$ cat src/rtl/clk_src_select.sv
module clk_src_select #(
  parameter int FW      = 32,
  parameter int EST_MAX = 65,
  parameter int EST_MIN = 4,
  parameter int WIN_LO  = 2000,
  parameter int WIN_HI  = 3000,
  parameter int OFS     = 2999
) (
  input  logic          clk,
  input  logic          rst_n,
  input  logic          start,
  input  logic [FW-1:0] target_khz,
  input  logic [FW-1:0] vco_khz,
  input  logic          pll_attached,
  output logic          done,
  output logic [31:0]   sel_code,
  output logic [FW-1:0] achieved_khz,
  output logic          need_pll,
  output logic          range_err
);
  localparam int NW = FW + 1;
  localparam int CW = $clog2(NW + 1);
  localparam int EW = $clog2(EST_MAX + 1);
  localparam logic signed [NW-1:0] SWLO = NW'(-WIN_LO);
  localparam logic signed [NW-1:0] SWHI = NW'(WIN_HI);

  typedef enum logic [1:0] {S_IDLE, S_EST, S_OUT} state_t;
  state_t state;

  logic [FW-1:0] tgt_q, vco_q;
  logic          pll_q;
  logic [EW-1:0] est_r;
  logic [NW-1:0] num_sh, den_r, quo;
  logic [NW:0]   rem_r;
  logic [CW-1:0] cnt;

  logic [NW:0]   rem_sh, rem_nx;
  logic          ge, last;
  logic [NW-1:0] quo_nx;
  logic [EW-1:0] est_c;
  logic signed [NW-1:0] diff;
  logic          accept;

  assign rem_sh = {rem_r[NW-1:0], num_sh[NW-1]};
  assign ge     = rem_sh >= {1'b0, den_r};
  assign rem_nx = ge ? rem_sh - {1'b0, den_r} : rem_sh;
  assign quo_nx = {quo[NW-2:0], ge};
  assign last   = cnt == CW'(NW - 1);
  assign est_c  = (quo_nx > NW'(EST_MAX)) ? EW'(EST_MAX) : quo_nx[EW-1:0];
  assign diff   = $signed({1'b0, tgt_q}) - $signed({1'b0, quo_nx[FW-1:0]});
  assign accept = !pll_q || (diff >= SWLO && diff < SWHI);

  always_ff @(posedge clk) begin
    if (!rst_n) begin
      state <= S_IDLE;
      done <= 1'b0;
      sel_code <= '0;
      achieved_khz <= '0;
      need_pll <= 1'b0;
      range_err <= 1'b0;
      tgt_q <= '0; vco_q <= '0; pll_q <= 1'b0; est_r <= '0;
      num_sh <= '0; den_r <= '0; quo <= '0; rem_r <= '0; cnt <= '0;
    end else begin
      done <= 1'b0;
      case (state)
        S_IDLE: if (start) begin
          tgt_q <= target_khz;
          vco_q <= vco_khz;
          pll_q <= pll_attached;
          if (target_khz == FW'(27000) || target_khz == FW'(100000) ||
              target_khz == FW'(108000)) begin
            done <= 1'b1;
            need_pll <= 1'b0;
            range_err <= 1'b0;
            achieved_khz <= target_khz;
            sel_code <= (target_khz == FW'(27000))  ? 32'h100 :
                        (target_khz == FW'(100000)) ? 32'h2100 : 32'h2140;
          end else if (target_khz <= FW'(OFS)) begin
            done <= 1'b1;
            sel_code <= '0;
            achieved_khz <= '0;
            need_pll <= pll_attached;
            range_err <= !pll_attached;
          end else begin
            num_sh <= {vco_khz, 1'b0};
            den_r <= {1'b0, target_khz - FW'(OFS)};
            rem_r <= '0; quo <= '0; cnt <= '0;
            state <= S_EST;
          end
        end
        S_EST, S_OUT: begin
          num_sh <= {num_sh[NW-2:0], 1'b0};
          rem_r <= rem_nx;
          quo <= quo_nx;
          cnt <= cnt + 1'b1;
          if (last && state == S_EST) begin
            if (est_c > EW'(EST_MIN)) begin
              est_r <= est_c;
              num_sh <= {vco_q, 1'b0};
              den_r <= NW'(est_c);
              rem_r <= '0; quo <= '0; cnt <= '0;
              state <= S_OUT;
            end else begin
              done <= 1'b1;
              sel_code <= '0;
              achieved_khz <= '0;
              need_pll <= pll_q;
              range_err <= !pll_q;
              state <= S_IDLE;
            end
          end else if (last) begin
            done <= 1'b1;
            state <= S_IDLE;
            if (accept) begin
              sel_code <= (32'(est_r - EW'(2)) << 16) | 32'h3100;
              achieved_khz <= quo_nx[FW-1:0];
              need_pll <= 1'b0;
              range_err <= 1'b0;
            end else begin
              sel_code <= '0;
              achieved_khz <= '0;
              need_pll <= 1'b1;
              range_err <= 1'b0;
            end
          end
        end
        default: state <= S_IDLE;
      endcase
    end
  end

  AST_DONE_PULSE: assert property (@(posedge clk) disable iff (!rst_n)
    done |=> !done);
  AST_FLAGS_EXCL: assert property (@(posedge clk) disable iff (!rst_n)
    done |-> $countones({need_pll, range_err}) <= 1);
  AST_ERR_NO_PLL: assert property (@(posedge clk) disable iff (!rst_n)
    done && range_err |-> !pll_q && sel_code == 32'h0);
  AST_DIV_FIELD_MIN: assert property (@(posedge clk) disable iff (!rst_n)
    done && sel_code[13:12] == 2'b11 |-> sel_code[21:16] > 6'(EST_MIN - 2));
  AST_DIV_WINDOW: assert property (@(posedge clk) disable iff (!rst_n)
    done && pll_q && sel_code[13:12] == 2'b11 |->
      ($signed({1'b0, tgt_q}) - $signed({1'b0, achieved_khz})) >= SWLO &&
      ($signed({1'b0, tgt_q}) - $signed({1'b0, achieved_khz})) < SWHI);
  AST_IDLE_HOLD: assert property (@(posedge clk) disable iff (!rst_n)
    state == S_IDLE && !start |=> $stable(sel_code) && $stable(achieved_khz));
endmodule

$ cat config.mk
export PLATFORM = sky130hd
export DESIGN_NAME = clk_src_select
export DESIGN_NICKNAME = d
export VERILOG_FILES = /design/src/rtl/clk_src_select.sv
export SDC_FILE = /design/constraint.sdc
export NUM_CORES = 1
export LEC_CHECK = 0
export BUFFER_PORTS_ARGS = -buffer_cell sky130_fd_sc_hd__clkbuf_2
export CAP_MARGIN = 10
export CORE_UTILIZATION = 61
export DETAILED_ROUTE_END_ITERATION = 10
export GPL_ROUTABILITY_DRIVEN = 0
export GPL_TIMING_DRIVEN = 0
export PLACE_DENSITY = 0.81
export SLEW_MARGIN = 10
export SYNTH_ARGS = -nofsm -noshare
export SYNTH_HDL_FRONTEND = slang
export SYNTH_SLANG_ARGS = --single-unit
$ cat constraint.sdc
create_clock -name clk -period 7.15 [get_ports clk]
set_clock_uncertainty 0.1 [all_clocks]
set_input_delay 0.3575 -clock clk [delete_from_list [all_inputs] [get_ports clk]]
set_output_delay 0.3575 -clock clk [all_outputs]
set_load 0.01 [all_outputs]
## Word level (Yosys, flattened, before mapping)

Cells that the tools add are included.
Widths: inputs -> output; s select.

- Register bits after elaboration: 278
- Latch bits: 0
- Bits in writable memories: 0
- Bits in read-only memories: 0
- Input port bits: 68
- Output and inout bits: 67
- Logic and storage cells: 133
- Memories kept: 0

- Add/sub/neg operators: 5
- Multipliers: 0
- Divide/modulo/power cells: 0
- $lt $le $gt $ge: 6
- Equal/unequal tests: 14
- Shift operators: 0
- Multiplexer cells: 77
- Bitwise logic cells: 0
- Reductions and logical operators: 16

Operators with widths:

| kind | count |
|---|---|
| $mux 32 | 17 |
| $mux 33 | 16 |
| $pmux 33 s2 | 3 |
| $pmux 32 s2 | 3 |
| $eq 32x17->1 const B | 2 |
| $ge 34x33->1 | 1 |
| $ge 33x12->1 const B | 1 |
| $gt 33x7->1 const B | 1 |
| $lt 33x13->1 const B | 1 |
| $sub 32x32->33 | 1 |
| $sub 33x33->33 | 1 |
| $eq 32x15->1 const B | 1 |
| $le 32x12->1 const B | 1 |
| $sub 32x12->32 const B | 1 |
| $mux 6 | 5 |
| $mux 1 | 19 |
| $mux 14 | 1 |
| $mux 7 | 2 |
| $mux 2 | 6 |
| $pmux 6 s2 | 1 |
| $ne 2x2->1 const B | 5 |
| $ne 3x3->1 const B | 3 |
| $reduce_and 4->1 | 2 |
| $sub 7x2->8 const B | 1 |
| 17 further kinds | 23 |

## Logic depth before layout (Yosys ltp)

- Word-level depth: 9
- Depth in mapped cells: 28
- Depth with buffers taken out: 25

## Worst setup path before layout

No wires, ideal clock.

- Kind: register -> register
- Start: reg den_r[17]
- End: reg sel_code[22]
- Setup time: 0.085 ns
- Data arrival time: 5.931 ns
- Data required time: 6.965 ns
- Setup slack: 1.033 ns
- Stages on the path, launching flop included: 27
- Path buffers: 3
- Period minus slack after synthesis: 6.117 ns
- Path through: dfxtp_1 > inv_1 > ha_1 > nand4_1 > or2_2 > or4_1 > o211ai_1 > a211o_1 > a21oi_1 > clkbuf_1 > clkinv_1 > clkbuf_1 > ha_1 > inv_1 > fa_1 > a211oi_2 > o21bai_2 > o311ai_2 > a21oi_1 > a211oi_2 > or4b_1 > a2111oi_2 > nand4b_1 > o311ai_1 > nand2_2 > buf_6 > o31ai_2

- Word-level cells in the longest chain between the ends: 9
- Elaborated cells on any way between the ends: 15
- Classes of those cells: add/sub: 1; order compare: 5; eq/ne: 1; mux: 5; reduce/logical: 3

RTL lines:

| element | RTL line | text |
|---|---|---|
| start, declared | 33 | `logic [NW-1:0] num_sh, den_r, quo;` |
| start signal, assigned | 86 | `den_r <= {1'b0, target_khz - FW'(OFS)};` |
| start signal, assigned | 100 | `den_r <= NW'(est_c);` |
| $ge 34x33->1 (*) | 45 | `assign ge = rem_sh >= {1'b0, den_r};` |
| $sub 32x32->33 | 50 | `assign diff = $signed({1'b0, tgt_q}) - $signed({1'b0, quo_nx[FW-1:0]});` |
| $ge 33x12->1 / $lt 33x13->1 (equally long branches) | 51 | `assign accept = !pll_q \|\| (diff >= SWLO && diff < SWHI);` |
| $logic_and 1x1->1 | 51 |  |
| $logic_or 1x1->1 | 51 |  |
| $mux 32 | 114 | `if (accept) begin` |
| $mux 32 | 111 | `end else if (last) begin` |
| $mux 32 | 96 | `if (last && state == S_EST) begin` |
| $pmux 32 s2 | 65 | `case (state)` |
| end signal, assigned | 76 | `sel_code <= (target_khz == FW'(27000)) ? 32'h100 :` |
| end signal, assigned | 115 | `sel_code <= (32'(est_r - EW'(2)) << 16) \| 32'h3100;` |
| end, declared | 16 | `output logic [31:0] sel_code,` |

Mark *: on every way between the ends. The rest lies on a longest branch, timed or not. The select of a mux whose other input is x is not followed.
A chain may end at the register's enable or synchronous reset.

## Final worst setup path

Same ends and word-level chain as after synthesis.

==> load_flow_metrics.sql <==
INSERT INTO impl_metrics (metric_group, metric, value, unit) VALUES
('route', 'detail_route.vias_per_cell', '6.25', ''),
('final_layout', 'syn2layout_area_growth', '16.0', '%'),
('synthesis', 'synth_warnings', '0', ''),
('final_layout', 'fin_area', '17800', 'um^2'),
('grt', 'use_met1', '46.3', '%'),
('synthesis', 'synth_async_sr_flop_share', '0', '%'),
('worst_setup_path', 'rr_startpoint', 'den_r[17]', ''),
('worst_setup_path', 'setup.worst_path.end_class', 'register', ''),
('pwr', 'power.share.combinational', '34.1', '%'),
('clocking', 'clock_tree.buffer_depth', '3', ''),
('clocking', 'clock_tree_from_tritoncts', 'done', ''),
('die', 'boundary_pins', '135', ''),
('grt', 'grt_pass1_wl', '77400', 'um'),
('synthesis', 'synth_top_area_share', '33.4', '%'),
('sta', 'fin_crit', '6890', 'ps'),
('die', 'rows', '57', ''),
('final_layout', 'layout.filler_cells', '1945', ''),
('pwr', 'swShare', '35.3', '%'),
('synthesis', 'yosysUniqueCellTypes', '80', ''),
('worst_hold_path', 'endpoint_with_the_worst_hold_slack', 'tgt_q[17]', ''),
('synthesis', 'yosys_register_bits', '256', ''),
('final_layout', 'drive_gt1_share', '11.7', '%'),
('pwr', 'switching_power', '1.69', 'mW'),
('synthesis', 'post_synth_instance_area', '15300', 'um^2'),
('die', 'die_area', '25800', 'um^2'),
('sta', 'final_max_tran_viols', '0', ''),
('worst_hold_path', 'min_path_cells', '3', ''),
('synthesis', 'netlist.top_cell.by_area', 'sky130_fd_sc_hd__dfxtp_1', ''),
('sta', 'setup_repair_after_global_routing_missed_its_margin', 'false', ''),
('sta', 'timing_hold_violations_final', '0', ''),
('synthesis', 'top_cells_by_instance_count_after_synthesis', 'sky130_fd_sc_hd__nand2_1 (316), sky130_fd_sc_hd__a21oi_1 (256), sky130_fd_sc_hd__dfxtp_1 (256)', ''),
('place', 'post-dp-hpwl', '36300', 'um'),
('status', 'result_of_the_run', 'finished, final reports clean', ''),
('synthesis', 'leading_post_synthesis_cells_by_cell_area', 'sky130_fd_sc_hd__dfxtp_1 (33%), sky130_fd_sc_hd__a21oi_1 (8.4%), sky130_fd_sc_hd__nand2_1 (7.7%)', ''),
('pwr', 'power.clock.fraction', '33.0', '%'),
('worst_setup_path', 'worst-endpoint-arrival', '7240', 'ps'),
('synthesis', 'fraction_of_the_yosys_area_taken_by_sequential_cells', '33.4', '%'),
('sta', 'achievable-frequency', '0.145', 'GHz'),
('grt', 'maximum_number_of_pins_on_one_net_before_global_route_repair', '18', ''),
('pwr', 'pwr_density_cell', '269', 'nW/um^2'),
('worst_setup_path', 'timing.critical_path.fanout_max', '17', ''),
('run', 'drv.max_cap_violation_count', '0', ''),
('place', 'detailed_place.area', '16400', 'um^2'),
('clocking', 'cts_htree_levels', '1', ''),
('sta', 'hold_slack', '8.32', 'ps'),
('clocking', 'cts_root_buffer', 'sky130_fd_sc_hd__clkbuf_16', ''),
('route', 'drt_drc_violations_left', '0', ''),
('route', 'drt-initial-drc-count', '1624', ''),
('worst_setup_path', 'max_stage_delay', '560', 'ps'),
('worst_setup_path', 'worstPathRequired', '7500', 'ps'),
('grt', 'grt-ovfl-total', '0', ''),
('clocking', 'number_of_buffers_inserted_during_clock_tree_synthesis', '28', ''),
('sta', 'final.period_utilization', '96.3', '%'),
('place', 'io_buffer_count', '117', ''),
('sta', 'tightestPinTransition', '1170', 'ps'),
('sta', 'setup-violations-final', '0', ''),
('grt', 'grt_antenna_before_repair', '3', ''),
('worst_setup_path', 'critical_path_class', 'reg -> reg', ''),
('worst_setup_path', 'crit_path_top_delay_cell', 'sky130_fd_sc_hd__or4_1', ''),
('pwr', 'ir_worst_vdd', '0.228', 'mV'),
('worst_setup_path', 'ff2ff_setup_slack', '260', 'ps'),
('synthesis', 'yosysMostFrequentCell', 'sky130_fd_sc_hd__nand2_1', ''),
('route', 'drt_pre_antenna_iters', '8', ''),
('sta', 'setup_tns', '0', 'ps'),
('worst_hold_path', 'worst_hold_startpoint', 'target_khz[17]', ''),
('clocking', 'clock_transition_at_the_registers_of_the_reported_paths', '60', 'ps'),
('synthesis', 'synth_enable_flop_cells', '0', ''),
('worst_setup_path', 'reg2reg_to', 'sel_code[22]', ''),
('grt', 'grt_util_all_layers', '37.2', '%'),
('worst_setup_path', 'cells_on_worst_reg2reg_path', '25', ''),
('clocking', 'clock_latency', '560', 'ps');
## state kept, by name, indices dropped and copies added, names as in the netlist, 7 cells and up
register and count:
rem_r 33, quo 32, achieved_khz 32, tgt_q 32
den_r 32, vco_q 32, est_r 7, num_sh 32
sel_code 12
## per-stage QoR
stage	utilization, %	worst slack, ps	power (mW)
CTS	72.5	33.5	4.72
finish	72.7	262	4.79
global placement	66.9	-499	3.10
floorplan	-	1030	2.75
detailed placement	66.9	-689	3.14
global route	72.7	24.4	5.00
## routing by layer
| metal | share of wire (%) | up-vias |
|---|---|---|
| met1 | 39 | 7323 |
| met4 | 6.7 | 2 |
| met2 | 45 | 939 |
| met5 | 0.028 | - |
| li1 | - | 7437 |
| met3 | 9.4 | 224 |
## area by class of cell
type / instances / area (um^2) / share of cell area [%]
inverters: 93 / 354 / 1.99
multi-input cells: 1522 / 9260 / 52.1
diodes: 3 / 7.51 / 0.0422
clock inverters: 15 / 223 / 1.25
clock buffers: 37 / 796 / 4.47
well taps: 324 / 405 / 2.28
flip-flops and latches: 256 / 5120 / 28.8
repair buffers: 153 / 946 / 5.32
plain buffers: 147 / 672 / 3.78
## worst max-delay path by stage
stage | slack (ps) | cells past startpoint | to | from
2_1_floorplan | 1030 | 26 | sel_code[22] | den_r[17]
3_3_place_gp | -500 | 28 | sel_code[22] | num_sh[32]
5_1_grt | 20 | 27 | sel_code[17] | num_sh[32]
3_5_place_dp | -690 | 28 | achieved_khz[18] | num_sh[32]
6_report | 260 | 25 | sel_code[22] | den_r[17]
4_1_cts | 30 | 27 | achieved_khz[18] | num_sh[32]
## cells by family after synthesis
group / count (synthesis) / share of synthesized area, %
and+or+nand+nor: 720 / 20.9
AOI/OAI and AO/OA: 590 / 25.3
DFF: 256 / 33.4
buffers and inverters: 241 / 6.65
xor gates and xnor gates: 80 / 4.57
adders and majority gates: 74 / 6.14
muxes: 46 / 3.00
other: 1 / 0.0245
## power by group through the flow
stage | sequential [mW] | combinational [mW] | clock (mW)
after floorplan | 1.58 | 1.17 | 0
after global placement | 1.60 | 1.50 | 0
after detailed placement | 1.60 | 1.54 | 0
after CTS | 1.57 | 1.57 | 1.58
after global routing | 1.58 | 1.77 | 1.64
final | 1.57 | 1.63 | 1.58
## cell usage in the layout (no fill, tap or decap), types with 13 or more instances in the layout
cell type and count:
sky130_fd_sc_hd__and2_1 14, sky130_fd_sc_hd__dlygate4sd3_1 36, sky130_fd_sc_hd__o21ai_0 50, sky130_fd_sc_hd__o31ai_2 23
sky130_fd_sc_hd__nor4_1 18, sky130_fd_sc_hd__nand3_1 25, sky130_fd_sc_hd__xor2_1 36, sky130_fd_sc_hd__mux2i_1 46
sky130_fd_sc_hd__a21o_1 36, sky130_fd_sc_hd__or2_2 13, sky130_fd_sc_hd__ha_1 71, sky130_fd_sc_hd__inv_1 92
sky130_fd_sc_hd__o22ai_1 25, sky130_fd_sc_hd__dfxtp_1 256, sky130_fd_sc_hd__clkbuf_2 118, sky130_fd_sc_hd__nor3_1 40
sky130_fd_sc_hd__a21oi_1 255, sky130_fd_sc_hd__a211oi_1 70, sky130_fd_sc_hd__buf_4 21, sky130_fd_sc_hd__clkbuf_1 103
sky130_fd_sc_hd__clkbuf_16 29, sky130_fd_sc_hd__nand2_1 316, sky130_fd_sc_hd__nand4_1 25, sky130_fd_sc_hd__xnor2_1 44
sky130_fd_sc_hd__nor2_1 198, sky130_fd_sc_hd__and3_1 13
## worst max-delay path: cells and delay by family (launching register included)
kind / cells / cell delay, ps
buffers and inverters: 5 / 800
adders and majority gates: 3 / 990
DFF: 1 / 310
and+or+nand+nor: 6 / 2000
AOI/OAI and AO/OA: 11 / 2560
## what timing repair did
| item | in CTS | in global routing |
|---|---|---|
| endpoints found under the hold margin | 36 | 0 |
| pin swaps | 0 | 1 |
| endpoints found under the setup margin | 44 | 44 |
| gates resized for setup | 3 | 7 |
| hold buffers | 36 | 0 |
No activity file was read; power rests on OpenSTA's default activity.
